--- src/rtl/asm_ctl_pkg.sv ---
package asm_ctl_pkg;
   localparam int unsigned ST_W    = 2;
   localparam int unsigned ST_CODES = 1 << ST_W;

   typedef enum logic [ST_W-1:0] {
      ST_IDLE  = 2'b00,
      ST_COUNT = 2'b01,
      ST_SPARE = 2'b10,
      ST_DONE  = 2'b11
   } asm_state_e;
endpackage

--- src/rtl/asm_seq_ctrl.sv ---
module asm_seq_ctrl
   import asm_ctl_pkg::*;
(
   input  logic            clk,
   input  logic            rst,
   input  logic            start_i,
   input  logic            sel_idle_i,
   input  logic            sel_count_i,
   input  logic            sel_spare_i,
   input  logic            exit_i,
   output logic [ST_W-1:0] code_o
);
   logic d_hi;
   logic d_lo;

   // Next-state equations, one per state bit
   always_comb begin
      d_hi = sel_count_i & exit_i;
      d_lo = (sel_idle_i & start_i) | sel_count_i;
      if (sel_spare_i) begin
         d_hi = 1'b0;
         d_lo = 1'b0;
      end
   end

   always_ff @(posedge clk) begin
      if (rst) code_o <= ST_IDLE;
      else     code_o <= {d_hi, d_lo};
   end
endmodule

--- src/rtl/asm_state_dec.sv ---
module asm_state_dec
   import asm_ctl_pkg::*;
(
   input  logic [ST_W-1:0]     code_i,
   output logic [ST_CODES-1:0] sel_o
);
   for (genvar k = 0; k < ST_CODES; k++) begin : g_line
      assign sel_o[k] = (code_i == ST_W'(k));
   end
endmodule

--- src/rtl/asm_datapath.sv ---
module asm_datapath #(
   parameter int unsigned CNT_W  = 4,
   parameter int unsigned E_IDX  = 1,
   parameter int unsigned X_LO   = 1,
   parameter int unsigned X_HI   = 2
) (
   input  logic             clk,
   input  logic             rst,
   input  logic             start_i,
   input  logic             sel_idle_i,
   input  logic             sel_count_i,
   input  logic             sel_done_i,
   output logic [CNT_W-1:0] cnt_o,
   output logic             flag_e_o,
   output logic             flag_f_o,
   output logic             exit_o
);
   localparam logic [CNT_W-1:0] STEP = CNT_W'(1);

   logic clr;
   assign clr    = sel_idle_i & start_i;
   assign exit_o = cnt_o[X_LO] & cnt_o[X_HI];

   always_ff @(posedge clk) begin
      if (rst)              cnt_o <= '0;
      else if (clr)         cnt_o <= '0;
      else if (sel_count_i) cnt_o <= cnt_o + STEP;
   end

   always_ff @(posedge clk) begin
      if (rst)              flag_e_o <= 1'b0;
      else if (sel_count_i) flag_e_o <= cnt_o[E_IDX];
   end

   always_ff @(posedge clk) begin
      if (rst)             flag_f_o <= 1'b0;
      else if (clr)        flag_f_o <= 1'b0;
      else if (sel_done_i) flag_f_o <= 1'b1;
   end
endmodule

--- src/rtl/asm_counter_ctrl.sv ---
module asm_counter_ctrl
   import asm_ctl_pkg::*;
#(
   parameter int unsigned CNT_W = 4,
   parameter int unsigned E_IDX = 1,
   parameter int unsigned X_LO  = 1,
   parameter int unsigned X_HI  = 2
) (
   input  logic             clk,
   input  logic             rst,
   input  logic             start_s,
   output logic [CNT_W-1:0] cnt_a,
   output logic             flag_e,
   output logic             flag_f,
   output logic [1:0]       state_code,
   output logic             st_t0,
   output logic             st_t1,
   output logic             st_t2
);
   if (E_IDX >= CNT_W || X_LO >= CNT_W || X_HI >= CNT_W || X_LO == X_HI) begin : g_bad_param
      $error("asm_counter_ctrl: bit index parameters out of range");
   end

   logic [ST_W-1:0]     code;
   logic [ST_CODES-1:0] sel;
   logic                exit_w;

   asm_seq_ctrl u_ctrl (
      .clk(clk), .rst(rst), .start_i(start_s),
      .sel_idle_i(sel[ST_IDLE]), .sel_count_i(sel[ST_COUNT]),
      .sel_spare_i(sel[ST_SPARE]), .exit_i(exit_w), .code_o(code)
   );

   asm_state_dec u_dec (.code_i(code), .sel_o(sel));

   asm_datapath #(.CNT_W(CNT_W), .E_IDX(E_IDX), .X_LO(X_LO), .X_HI(X_HI)) u_dp (
      .clk(clk), .rst(rst), .start_i(start_s),
      .sel_idle_i(sel[ST_IDLE]), .sel_count_i(sel[ST_COUNT]),
      .sel_done_i(sel[ST_DONE]), .cnt_o(cnt_a), .flag_e_o(flag_e),
      .flag_f_o(flag_f), .exit_o(exit_w)
   );

   assign state_code = code;
   assign st_t0      = sel[ST_IDLE];
   assign st_t1      = sel[ST_COUNT];
   assign st_t2      = sel[ST_DONE];
endmodule


--- config.mk ---
export PLATFORM = sky130hd
export DESIGN_NAME = asm_counter_ctrl
export DESIGN_NICKNAME = d
export VERILOG_FILES = /design/src/rtl/asm_ctl_pkg.sv /design/src/rtl/asm_seq_ctrl.sv /design/src/rtl/asm_state_dec.sv /design/src/rtl/asm_datapath.sv /design/src/rtl/asm_counter_ctrl.sv
export SDC_FILE = /design/constraint.sdc
export NUM_CORES = 1
export LEC_CHECK = 0
export BUFFER_PORTS_ARGS = -buffer_cell sky130_fd_sc_hd__clkbuf_2
export CAP_MARGIN = 5
export CORE_AREA = 2 2 39 41
export DETAILED_ROUTE_END_ITERATION = 6
export DIE_AREA = 0 0 41 43
export SYNTH_ARGS = -nofsm -noshare
export SYNTH_HDL_FRONTEND = slang
export SYNTH_SLANG_ARGS = --single-unit
--- constraint.sdc ---
create_clock -name clk -period 1.5 [get_ports clk]
set_clock_uncertainty 0.1 [all_clocks]
set_input_delay 0.225 -clock clk [delete_from_list [all_inputs] [get_ports clk]]
set_output_delay 0.225 -clock clk [all_outputs]
set_load 0.02 [all_outputs]
==> metrics.cfg <==
[outcome]
outcome=finished, final reports clean

[placed_design]
dpl.hpwl_um=467
placedCellCount=62
dpl_cell_area_sq_um=398
io_buffer_count=13
routabilityCongestion=0.708

[floorplanning]
initial_core_util_pct=22.4
die_w_um=41
dieArea_sq_um=1760
rows=14
ios=14
fp.dieH_um=43
core_sq_um=1380

[timing]
setup_violations=0
worst_pin_slew_ps=175
finalSetupTns_ps=0
rsz0062_at_grt=no
slew_headroom_pct=88.3
max_freq_ghz=0.710
period_share_pct=93.9
period_minus_slack_ps=1410
final_max_slew_viol_count=0
hold_viol=0

[cells_and_area]
nFillCells=148
syn_to_final_growth_pct=35.9
final_core_util_pct=30.5
multi_input_area_sq_um=141
fin_nets=55
final_common_cell=clkbuf_2
seqCellArea_sq_um=161
post-route-cell-area_sq_um=422
mostFrequentLayoutCells=clkbuf_2, nor2_1, dfxtp_1, clkbuf_4, mux2i_1
n_antenna_cell=0
drive_above_1_share_pct=36.7
stdcell_count=65

[worst_setup_path]
critPathArrivalTime_ps=1080
slowest_stage=dfxtp_2
critPathBufInv=2
required_ps=1170
reg2reg_to=u_dp.cnt_o[3]
critPathKind=reg -> out
r2r_setup_slack_ps=310
rr_worst_depth=3
crit_chain=nor2b_1 > buf_4 > clkbuf_2
r2r_start=u_ctrl.code_o[1]
crit_path_start_kind=flop
crit_path_max_fanout=7
cpPeakStageDelay_ps=380
path_delay_family=flip-flops
critPathCaptureType=output pin

[clock_tree]
cts_buffers=3
cts_hold_buf=0
cts.clk_slew.worst_paths_ps=60
cts_setup_buffers=0
tritoncts=done
cts_buffer_depth=2
worstSkewPairLatency_ps=250
cts_sinks=8
ctsHtreeMaxLevel=1
cts_root_buf=clkbuf_4

[power_and_ir_drop]
irDropWorstVdd_mv=0.337
p_leak_nw=0.197
power_mw=0.436
power.density_nw_per_um2=1030

[flow_run]
drv_cap=0

[global_route]
grt_pass1_wl_um=966
grt-ovfl-total=0
grt_util_all_layers_pct=8.86
grt_max_degree=8
antenna_found_initial=0
grt_pass1_vias=238

[route]
drt_iter0_markers=0
vias_per_cell=4.17
wl_per_cell_um=9.68
vias=271
wirelength_um=629
antenna_left=0
first_pass_iters=1
drc=0

[logic_synthesis]
yosys_warnings=0
syn_nets=37
ys_seq_area_share_pct=51.6
synthCells=33
ys_types=17
avgSynthCellArea_sq_um=9.40
synth_area_sq_um=310
ys_ff_latch=8

[worst_hold_path]
hold_class=in -> reg
hold_depth=2
hold_start=rst
hold_end=u_ctrl.code_o[1]

-- metal layers --
metal / track usage [%] / wire length (um) / share of wire [%]
met2: 11.9 / 302 / 48
met1: 9.42 / 276 / 44
met3: 3.14 / 40 / 6.4
met5: 0 / 0 / 0
met4: 10.0 / 10 / 1.6
-- synthesized netlist by cell type --
library cell | count | area [sq um]
nor2_1 | 9 | 33.8
and2_1 | 1 | 6.26
buf_2 | 1 | 5.00
ha_1 | 1 | 12.5
inv_1 | 1 | 3.75
nand4b_1 | 1 | 8.76
nor2b_1 | 1 | 6.26
xor2_1 | 1 | 8.76
dfxtp_1 | 8 | 160
xnor2_1 | 1 | 8.76
o21ai_0 | 1 | 5.00
nor3_1 | 1 | 5.00
a21o_1 | 1 | 7.51
nand3b_1 | 1 | 7.51
or3_1 | 1 | 6.26
a21oi_1 | 1 | 5.00
mux2i_1 | 2 | 20.0
-- cells by family after synthesis --
| kind of cell | share of synthesized area, % |
|---|---|
| compound gates | 5.64 |
| mux | 6.45 |
| simple gates | 23.8 |
| fa+ha+maj | 4.03 |
| xor+xnor | 5.65 |
| flops | 51.6 |
| buf+inv | 2.82 |
-- state kept, by name (all words and copies together) (netlist names) --
signal         flops
u_ctrl.code_o      2
u_dp.cnt_o         4
u_dp.flag_f_o      1
u_dp.flag_e_o      1
-- power breakdown --
| group | switching (mW) | leakage, nW | total (mW) | internal (mW) |
|---|---|---|---|---|
| Combinational | 0.0268 | 0.118 | 0.0453 | 0.0186 |
| Sequential | 0.00649 | 0.0651 | 0.224 | 0.218 |
| Clock | 0.0742 | 0.0138 | 0.166 | 0.0916 |
| Total | 0.107 | 0.197 | 0.436 | 0.328 |
-- area by class of cell --
class,count,share of cell area [%]
multi-input combinational,23,33.5
inverter,1,0.890
tap,16,4.75
sequential,8,38.3
clock buffer,3,5.34
timing repair buffer,14,17.2
-- through the flow --
stage / setup slack, ps / hold WS (ps)
after floorplan: 199 / 197
after global placement: 309 / 352
after detailed placement: 308 / 348
after CTS: 18.9 / 78.2
after global routing: 23.2 / 92.7
final: 91.8 / 81.3
-- how the worst max path moves through the flow --
| stage | start | to | slack, ps | cells after the start |
|---|---|---|---|---|
| 2_1_floorplan | u_ctrl.code_o[0] | u_dp.cnt_o[1] | 200 | 4 |
| 6_report | u_ctrl.code_o[0] | st_t1 | 90 | 3 |
| 3_3_place_gp | u_ctrl.code_o[0] | st_t1 | 310 | 3 |
| 3_5_place_dp | u_ctrl.code_o[0] | st_t1 | 310 | 3 |
| 5_1_grt | u_ctrl.code_o[0] | st_t1 | 20 | 3 |
| 4_1_cts | u_ctrl.code_o[0] | st_t1 | 20 | 3 |
-- what timing repair did --
| item | in CTS | in global routing |
|---|---|---|
| endpoints found under the setup margin | 0 | 1 |
| gates resized for setup | 0 | 1 |
| endpoints found under the hold margin | 0 | 0 |
No activity file was read; power rests on OpenSTA's default activity.
